**src/rtl/pwm_buf_pkg.sv**
```systemverilog
package pwm_buf_pkg;

    localparam int unsigned NUM_CH = 3;
    localparam int unsigned MODE_W = 5;

    typedef enum logic [2:0] {
        ADDR_PER  = 3'd0,
        ADDR_CMPB = 3'd1,
        ADDR_CMPC = 3'd2,
        ADDR_CMPD = 3'd3,
        ADDR_MODE = 3'd4,
        ADDR_CNT  = 3'd5
    } reg_addr_e;

    // bit 0 = buf_c ... bit 4 = pol_d
    typedef struct packed {
        logic pol_d;
        logic pol_c;
        logic pol_b;
        logic buf_d;
        logic buf_c;
    } mode_t;

endpackage

```
**src/rtl/pwm_regfile.sv**
```systemverilog
module pwm_regfile
    import pwm_buf_pkg::*;
#(
    parameter int unsigned W = 16
) (
    input  logic         clk,
    input  logic         rst_n,
    input  logic         wr_en,
    input  logic [2:0]   addr,
    input  logic [W-1:0] wdata,
    input  logic         wrap,
    input  logic [W-1:0] cnt,
    output logic [W-1:0] per,
    output logic [W-1:0] cmp_b,
    output logic [W-1:0] cmp_c,
    output logic [W-1:0] cmp_d,
    output mode_t        mode,
    output logic [W-1:0] rdata
);

    localparam int unsigned PAD_W = W - MODE_W;

    typedef struct packed {
        logic [W-1:0] per;
        logic [W-1:0] cb;
        logic [W-1:0] cc;
        logic [W-1:0] cd;
        mode_t        mode;
    } regs_t;

    regs_t r_d, r_q;

    always_comb begin
        r_d = r_q;
        // boundary copies from the staging registers
        if (wrap) begin
            if (r_q.mode.buf_c) r_d.per = r_q.cc;
            if (r_q.mode.buf_d) r_d.cb  = r_q.cd;
        end
        // a software write in the same cycle takes priority
        if (wr_en) begin
            case (addr)
                ADDR_PER:  r_d.per  = wdata;
                ADDR_CMPB: r_d.cb   = wdata;
                ADDR_CMPC: r_d.cc   = wdata;
                ADDR_CMPD: r_d.cd   = wdata;
                ADDR_MODE: r_d.mode = mode_t'(wdata[MODE_W-1:0]);
                default:   ;
            endcase
        end
    end

    always_ff @(posedge clk or negedge rst_n) begin
        if (!rst_n) begin
            r_q.per  <= '1;
            r_q.cb   <= '1;
            r_q.cc   <= '1;
            r_q.cd   <= '1;
            r_q.mode <= '0;
        end else begin
            r_q <= r_d;
        end
    end

    always_comb begin
        case (addr)
            ADDR_PER:  rdata = r_q.per;
            ADDR_CMPB: rdata = r_q.cb;
            ADDR_CMPC: rdata = r_q.cc;
            ADDR_CMPD: rdata = r_q.cd;
            ADDR_MODE: rdata = {{PAD_W{1'b0}}, r_q.mode};
            ADDR_CNT:  rdata = cnt;
            default:   rdata = '0;
        endcase
    end

    assign per   = r_q.per;
    assign cmp_b = r_q.cb;
    assign cmp_c = r_q.cc;
    assign cmp_d = r_q.cd;
    assign mode  = r_q.mode;


    buf_period_copy_chk: assert property (@(posedge clk) disable iff (!rst_n)
        (wrap && r_q.mode.buf_c && !(wr_en && addr == ADDR_PER)) |=> (r_q.per == $past(r_q.cc)));


    buf_cmpb_copy_chk: assert property (@(posedge clk) disable iff (!rst_n)
        (wrap && r_q.mode.buf_d && !(wr_en && addr == ADDR_CMPB)) |=> (r_q.cb == $past(r_q.cd)));


    write_c_chk: assert property (@(posedge clk) disable iff (!rst_n)
        (wr_en && addr == ADDR_CMPC) |=> (r_q.cc == $past(wdata)));


    period_hold_chk: assert property (@(posedge clk) disable iff (!rst_n)
        (!wrap && !(wr_en && addr == ADDR_PER)) |=> $stable(r_q.per));

endmodule

```
**src/rtl/pwm_counter.sv**
```systemverilog
module pwm_counter #(
    parameter int unsigned W = 16
) (
    input  logic         clk,
    input  logic         rst_n,
    input  logic         run,
    input  logic [W-1:0] per,
    output logic [W-1:0] cnt,
    output logic         wrap,
    output logic         evt
);

    typedef struct packed {
        logic [W-1:0] cnt;
        logic         armed;
        logic         evt;
    } cnt_state_t;

    cnt_state_t s_d, s_q;

    assign wrap = run && (s_q.cnt == per);

    always_comb begin
        s_d = s_q;
        if (!run) begin
            s_d.cnt   = '0;
            s_d.armed = 1'b1;
            s_d.evt   = 1'b0;
        end else begin
            s_d.armed = 1'b0;
            // a zero period only signals on the first counted cycle
            s_d.evt   = wrap && ((per != '0) || s_q.armed);
            s_d.cnt   = wrap ? '0 : s_q.cnt + 1'b1;
        end
    end

    always_ff @(posedge clk or negedge rst_n) begin
        if (!rst_n) begin
            s_q.cnt   <= '0;
            s_q.armed <= 1'b1;
            s_q.evt   <= 1'b0;
        end else begin
            s_q <= s_d;
        end
    end

    assign cnt = s_q.cnt;
    assign evt = s_q.evt;


    idle_count_chk: assert property (@(posedge clk) disable iff (!rst_n)
        !run |=> (s_q.cnt == '0));


    wrap_clear_chk: assert property (@(posedge clk) disable iff (!rst_n)
        wrap |=> (s_q.cnt == '0));


    evt_single_chk: assert property (@(posedge clk) disable iff (!rst_n)
        s_q.evt |=> !s_q.evt);


    evt_needs_run_chk: assert property (@(posedge clk) disable iff (!rst_n)
        s_q.evt |-> $past(run));

endmodule

```
**src/rtl/pwm_channel.sv**
```systemverilog
module pwm_channel #(
    parameter int unsigned W = 16
) (
    input  logic         clk,
    input  logic         rst_n,
    input  logic         run,
    input  logic         enable,
    input  logic         pol,
    input  logic         wrap,
    input  logic [W-1:0] cnt,
    input  logic [W-1:0] cmp,
    output logic         pin
);

    typedef struct packed {
        logic raw;
    } ch_state_t;

    ch_state_t c_d, c_q;

    always_comb begin
        c_d = c_q;
        if (!run || !enable) begin
            c_d.raw = 1'b0;
        end else if (wrap) begin
            c_d.raw = 1'b0;          // period start wins over a match
        end else if (cnt == cmp) begin
            c_d.raw = 1'b1;
        end
    end

    always_ff @(posedge clk or negedge rst_n) begin
        if (!rst_n) begin
            c_q.raw <= 1'b0;
        end else begin
            c_q <= c_d;
        end
    end

    assign pin = c_q.raw ^ pol;


    chan_idle_chk: assert property (@(posedge clk) disable iff (!rst_n)
        !run |=> !c_q.raw);


    chan_rise_chk: assert property (@(posedge clk) disable iff (!rst_n)
        $rose(c_q.raw) |-> $past(cnt == cmp));


    chan_period_start_chk: assert property (@(posedge clk) disable iff (!rst_n)
        wrap |=> !c_q.raw);

endmodule

```
**src/rtl/pwm_buf_timer.sv**
```systemverilog
module pwm_buf_timer
    import pwm_buf_pkg::*;
#(
    parameter int unsigned W = 16
) (
    input  logic              clk,
    input  logic              rst_n,
    input  logic              run,
    input  logic              wr_en,
    input  logic [2:0]        addr,
    input  logic [W-1:0]      wdata,
    output logic [W-1:0]      rdata,
    output logic [NUM_CH-1:0] pwm,
    output logic              evt
);

    logic [W-1:0] per, cmp_b, cmp_c, cmp_d, cnt;
    logic         wrap;
    mode_t        mode;

    logic [W-1:0]      cmp_arr [NUM_CH];
    logic [NUM_CH-1:0] en_arr;
    logic [NUM_CH-1:0] pol_arr;

    pwm_regfile #(.W(W)) i_regs (
        .clk   (clk),
        .rst_n (rst_n),
        .wr_en (wr_en),
        .addr  (addr),
        .wdata (wdata),
        .wrap  (wrap),
        .cnt   (cnt),
        .per   (per),
        .cmp_b (cmp_b),
        .cmp_c (cmp_c),
        .cmp_d (cmp_d),
        .mode  (mode),
        .rdata (rdata)
    );

    pwm_counter #(.W(W)) i_cnt (
        .clk   (clk),
        .rst_n (rst_n),
        .run   (run),
        .per   (per),
        .cnt   (cnt),
        .wrap  (wrap),
        .evt   (evt)
    );

    assign cmp_arr[0] = cmp_b;
    assign cmp_arr[1] = cmp_c;
    assign cmp_arr[2] = cmp_d;
    assign en_arr     = {~mode.buf_d, ~mode.buf_c, 1'b1};
    assign pol_arr    = {mode.pol_d, mode.pol_c, mode.pol_b};

    for (genvar g = 0; g < NUM_CH; g++) begin : g_ch
        pwm_channel #(.W(W)) i_ch (
            .clk    (clk),
            .rst_n  (rst_n),
            .run    (run),
            .enable (en_arr[g]),
            .pol    (pol_arr[g]),
            .wrap   (wrap),
            .cnt    (cnt),
            .cmp    (cmp_arr[g]),
            .pin    (pwm[g])
        );
    end


    reset_pins_chk: assert property (@(posedge clk)
        !rst_n |-> (pwm == pol_arr) && !evt);

endmodule

```
**config.mk**
```make
export PLATFORM = sky130hd
export DESIGN_NAME = pwm_buf_timer
export DESIGN_NICKNAME = d
export VERILOG_FILES = /design/src/rtl/pwm_buf_pkg.sv /design/src/rtl/pwm_regfile.sv /design/src/rtl/pwm_counter.sv /design/src/rtl/pwm_channel.sv /design/src/rtl/pwm_buf_timer.sv
export SDC_FILE = /design/constraint.sdc
export NUM_CORES = 1
export LEC_CHECK = 0
export BUFFER_PORTS_ARGS = -buffer_cell sky130_fd_sc_hd__buf_2
export CAP_MARGIN = 25
export CORE_MARGIN = 3
export CORE_UTILIZATION = 55
export DETAILED_ROUTE_END_ITERATION = 10
export GPL_TIMING_DRIVEN = 0
export PLACE_DENSITY = 0.74
export SLEW_MARGIN = 30
export SYNTH_ARGS = -nofsm -noshare
export SYNTH_HDL_FRONTEND = slang
export SYNTH_SLANG_ARGS = --single-unit
```
**constraint.sdc**
```tcl
create_clock -name clk -period 2 [get_ports clk]
set_clock_uncertainty 0.05 [all_clocks]
set_input_delay 0 -clock clk [delete_from_list [all_inputs] [get_ports clk]]
set_output_delay 0 -clock clk [all_outputs]
set_load 0.05 [all_outputs]
```
==> results.cfg, run 1 <==
[logic_synthesis]
syn_avg_cell_area_um2 = 9.85
yosysTopAreaCell = dfstp_2
syn_area_mm2 = 0.00558
synth_top_area_frac = 0.306
synth_area_leaders = dfstp_2, dfrtp_1, xnor2_1, mux2_2, o21ai_0
syn-num-nets = 590
synth_cell_types = 36
syn_inst = 566
ys_seq_elements = 90
yosysSeqAreaShare = 0.418
yosysWarningCount = 0

[clock_tree]
numCtsBuffers = 9
clk_latency_ps = 380
htree_levels = 3
cts_tree = built
clkTransAtPathRegs_ps = 100
clock_path_buffers = 2
cts_root_buf = clkbuf_8
cts.sinks = 90

[pwr]
ir_drop_mv = 0.712
p_leak_nw = 2.73
cellPowerDensity_mw_per_mm2 = 829

[finish]
nets = 689
syn_to_final_growth_pct = 26.0
antennaDiodeCount = 0
instances_no_fill = 803
design_area_mm2 = 0.00703
drive_gt1_frac = 0.430
fillers = 756

[routing]
viasPerCell = 6.51
wl_per_cell_um = 25.0
drtAntennaViolNets = 0
vias = 5229
post-route-drc-count = 0
drt-initial-drc-count = 635
routed_wl_um = 20000
drtPass1Iterations = 6

[timing]
timing.final.crit_share = 1.11
worst_pin_slew_ps = 795
period_needed_ps = 2210
report.final.hold_viol_count = 0
rsz0062_at_grt = true
slew_headroom = 0.470
slew_violations = 0
setup_violations = 48
max_freq_mhz = 452
finalWorstSetupSlack_ps = -211
finalSetupTns_ps = -4360

[global_routing]
grt_pass1_wl_um = 29500
grt_use_met1 = 0.485
antenna_found_initial = 0
grtUsageTotal = 0.348
top_usage_layer = met2
grt.met3_usage = 0.0819
use_met2 = 0.530
grt_max_degree = 56
grt_overflow = 0
grt_pass1_vias = 5011

[worst_hold_path]
hold_path_class = in -> async

[die]
die_w_um = 107
dieArea_mm2 = 0.0114
start_util = 0.568
die_y_um = 107
ios = 43
coreArea_mm2 = 0.00982
rows = 36

[setup_path]
worstPathArrival_ps = 2430
required_ps = 2220
critPathKind = reg -> reg
cp_max_fo = 10
start_kind = register
end_kind = register

[placement]
numPortBuffers = 40
globalplace.congestion = 0.991
place_inst = 740
dp_hpwl_um = 13600
placed_cell_area_mm2 = 0.00598

[outcome]
status = finished, violations left
violations = negative setup slack

[flow_run]
max-cap-violations = 0
## sequential cells by signal, summed over array words and instances (netlist names)
name / cells
i_regs.cmp_d: 16
i_cnt.s_q: 1
i_cnt.cnt: 16
g_ch.i_ch.c_q: 3
i_cnt.evt: 1
i_regs.cmp_c: 16
i_regs.mode: 5
i_regs.per: 16
i_regs.cmp_b: 16
## layout by cell type, fill, tap and decap left out, types with 8 or more instances in the layout
master          n
o21ai_2         8
dfstp_2        65
clkbuf_8       10
a31oi_1        14
a41oi_2        13
nand4_1        31
mux2i_1        10
o21ai_1        16
nand3_1        15
nor2_1         60
clkbuf_1       13
a22oi_1         8
nand2_1        23
buf_6          14
o21ai_0        24
dlygate4sd3_1  18
buf_4          27
xor2_1         23
a21oi_1        12
dfrtp_1        23
mux2_2         42
xnor2_1        55
buf_2          55
## what timing repair did
item,in CTS,in global routing
resized for setup,49,69
setup buffers,15,17
pin swaps,34,19
gates cloned,3,1
setup endpoints to repair,57,52
hold buffers,18,0
endpoints found under the hold margin,111,0
## final timing paths
path | from | endpoint | slack (ps) | cells after the start
setup / recovery | i_regs.per[0] | i_regs.per[10] | -210 | 8
hold / removal | rst_n | i_cnt.cnt[15] | 30 | 2
setup reg to reg | i_regs.per[0] | i_regs.per[10] | -210 | 8
hold reg to reg | i_regs.cmp_b[3] | i_regs.cmp_b[3] | 460 | 2
max in group asynchronous | rst_n | i_regs.cmp_b[12] | 1220 | 3
min in group clk | addr[0] | i_regs.per[15] | 170 | 5
## power breakdown
part	total (W)	internal [W]	switching, W
logic	0.00170	0.000728	0.000977
clock network	0.00126	0.000486	0.000769
registers	0.00287	0.00235	0.000515
## Yosys cell counts, drive strengths merged
cell type / n
a41oi: 16
a22o: 2
inv: 7
nor2b: 4
o21ai: 48
mux2i: 10
a21oi: 18
or2: 1
nor2: 61
nand4: 31
dfrtp: 25
mux4: 6
and4: 1
clkbuf: 20
ha: 1
nor3b: 1
and3: 4
a22oi: 8
nand2: 24
xor2: 26
xnor2: 55
buf: 36
mux2: 42
dfstp: 65
a31oi: 16
nor4: 12
nand3: 15
nand2b: 2
nor3: 5
o221ai: 4
## metal layers
layer | part of all wire | wire (um) | vias to the layer above
li1 | - | - | 2221
met1 | 0.40 | 7930 | 2562
met2 | 0.45 | 9020 | 364
met3 | 0.11 | 2220 | 82
met4 | 0.043 | 868 | 0
met5 | 0 | 0 | -
## critical path: stages, from the launching register on
cell	delay, ps
dfstp_2	600
xor2_1	120
nor4_4	340
buf_4	170
nand4_1	100
buf_6	190
clkbuf_8	180
o21ai_0	210
a31oi_1	140
## final cells by class
type                    instances  area (um2)  area share
flip-flops and latches         90        2340       0.332
clock inverters                 7        66.3     0.00943
multi-input cells             413        3180       0.452
inverters                       7        26.3     0.00374
clock buffers                   9         124      0.0176
repair buffers                 92         754       0.107
well taps                     133         166      0.0237
plain buffers                  52         378      0.0537
## cell families (layout without fill, tap and decap cells)
group,after synthesis,after routing,synth area share
compound gates,112,112,0.122
xor+xnor,81,81,0.127
fa+ha+maj,1,1,0.00224
buf+inv,63,167,0.0617
flops,90,90,0.418
mux,58,58,0.127
simple gates,161,161,0.141
## per-stage QoR
stage | setup WS [ps] | power [W] | util | hold WS, ps
after floorplan | 27.0 | 0.00373 | - | -346
after global placement | -331 | 0.00428 | 0.605 | 219
after detailed placement | -348 | 0.00432 | 0.609 | -132
after CTS | -105 | 0.00565 | 0.683 | 39.6
after global routing | -281 | 0.00603 | 0.716 | 46.7
final | -211 | 0.00583 | 0.716 | 31.9
(Power assumes the default switching activity.)
==> inputs of run 2 (changes only) <==
- BUFFER_PORTS_ARGS: -buffer_cell sky130_fd_sc_hd__buf_2 -> -buffer_cell sky130_fd_sc_hd__buf_4
- CORE_UTILIZATION: 55 -> 58
- PLACE_DENSITY: 0.74 -> 0.77
==> run 2 against run 1 <==
Effect of this change:
- the flow still finishes with violations (negative setup slack)
- critical path depth down 1
- sequential share of layout area rose by 2.1 points
- die area down 4.9%
- clock power about the same
- global-route usage shrank 0.57 points
- register-to-register slack improved by 140 ps
- setup slack better by 140 ps
- sequential power fell by 2%
- utilization decreased by 0.47 points
- count of clock-buffer cells in the layout up 2
- final area decreased by 6.1%
- critical path type unchanged
- critical endpoint is now i_regs.per[9]
==> results.cfg, run 2 (synthesized netlist as in run 1, its figures left out) <==
[outcome]
status = finished, violations left
violations = negative setup slack

[routing]
drtAntennaViolNets = 0
wl_per_cell_um = 23.6
drtPass1Iterations = 5
drt-initial-drc-count = 557
post-route-drc-count = 0
vias = 5029
routed_wl_um = 18400
viasPerCell = 6.42

[finish]
antennaDiodeCount = 0
mostFrequentLayoutCell = dfstp_2
fillers = 721
drive_gt1_frac = 0.362
nets = 673
mostFrequentLayoutCells = dfstp_2, nor2_1, buf_4
utilization = 0.711
syn_to_final_growth_pct = 18.4
instances_no_fill = 783

[clock_tree]
clk_latency_ps = 370
clkTransAtPathRegs_ps = 110
cts_tree = built
numCtsBuffers = 9
clock_path_buffers = 2
cts_root_buf = clkbuf_8
htree_levels = 3
cts.sinks = 90

[die]
rows = 35
ios = 43
die_y_um = 104
start_util = 0.601
die_w_um = 104
coreArea_mm2 = 0.00928
dieArea_mm2 = 0.0108

[timing]
period_needed_ps = 2070
slew_violations = 0
finalWorstSetupSlack_ps = -73.2
max_freq_mhz = 482
setup_violations = 22
slew_headroom = 0.451
timing.final.crit_share = 1.04
report.final.hold_viol_count = 0
rsz0062_at_grt = true
worst_pin_slew_ps = 824

[placement]
numPortBuffers = 40
dp_hpwl_um = 13200
globalplace.congestion = 0.970
place_inst = 735

[setup_path]
reg2reg_depth = 7
worstPathArrival_ps = 2300
required_ps = 2230
reg2reg_from = i_regs.per[2]
critPathKind = reg -> reg
start_kind = register
r2r_slack_ps = -70
cp_max_fo = 10
r2r-end = i_regs.per[9]
end_kind = register

[pwr]
ir_drop_mv = 0.510
p_leak_nw = 2.59
swShare = 0.367
clock_power_share = 0.221
p_sw_w = 0.00208
cellPowerDensity_mw_per_mm2 = 859
p_comb_frac = 0.285
p_int_w = 0.00359
pwr-share-seq = 0.494

[global_routing]
grt_pass1_vias = 4852
grt_max_degree = 91
grt_pass1_wl_um = 28400
grtUsageTotal = 0.342
grt_overflow = 0
antenna_found_initial = 0

[flow_run]
max-cap-violations = 0

[worst_hold_path]
hold_start = run
hold_depth = 3
hold_path_class = in -> reg
whs_endpoint = i_cnt.cnt[2]
run 2: changes by cell type in the layout (fill, tap and decap cells not counted), sizes merged:
| cell | delta |
|---|---|
| buf | -15 |
| clkbuf | +2 |
| clkinv | -1 |
| clkinvlp | +2 |
| dlygate4sd3 | -1 |
| inv | -3 |
run 2: power groups by stage:
stage	registers [W]	logic, W	clock network [W]
CTS	0.00278	0.00156	0.00125
detailed placement	0.00280	0.00153	0
finish	0.00280	0.00162	0.00125
global placement	0.00279	0.00150	0
global route	0.00283	0.00173	0.00134
floorplan	0.00261	0.00112	0
run 2: per-layer routing:
metal / wire, um / GRT usage
met5: 0 / 0
met3: 1970 / 0.0608
met2: 8430 / 0.525
met1: 7520 / 0.489
met4: 527 / 0.121
run 2: worst max-delay path by stage:
stage | from | to
6_report | i_regs.per[2] | i_regs.per[9]
5_1_grt | i_cnt.cnt[3] | i_regs.per[5]
4_1_cts | i_cnt.cnt[10] | i_regs.per[10]
3_5_place_dp | i_cnt.cnt[1] | i_regs.per[14]
3_3_place_gp | i_cnt.cnt[1] | i_regs.per[13]
2_1_floorplan | addr[1] | rdata[8]
run 2: worst max-delay path, cell delays in order (launching register included):
cell,delay [ps]
dfstp_2,610
xor2_1,120
nor4_2,320
and4_1,260
buf_6,140
buf_8,130
nand4_1,100
a31oi_1,250
run 2: cell type report:
| class | instances | area (um2) | share of cell area |
|---|---|---|---|
| plain buffers | 55 | 349 | 0.0529 |
| clock buffers | 11 | 151 | 0.0229 |
| clock inverters | 5 | 37.5 | 0.00568 |
| inverters | 7 | 26.3 | 0.00398 |
| multi-input cells | 413 | 2950 | 0.447 |
| flip-flops and latches | 90 | 2330 | 0.354 |
| well taps | 129 | 161 | 0.0244 |
| repair buffers | 73 | 594 | 0.0900 |
run 2: per-stage QoR:
step                      hold WS [ps]  TNS, ps  total power (W)  instance area, um2  worst slack (ps)
final                             21.9     -507          0.00567                6600             -73.2
after global routing              34.1    -2370          0.00590                6600              -133
after CTS                         13.9    -66.7          0.00559                6450             -18.1
after detailed placement          65.3    -7850          0.00433                6040              -254
after global placement             210    -7770          0.00429                6040              -251
after floorplan                   -346        0          0.00373                5580              27.0
run 2: timing repair:
item	4_1_cts	5_1_grt
gates cloned	0	0
hold buffers	17	0
endpoints found under the hold margin	94	0
pin swaps	19	17
setup buffers	2	14
gates resized for setup	8	29
endpoints found under the setup margin	52	60
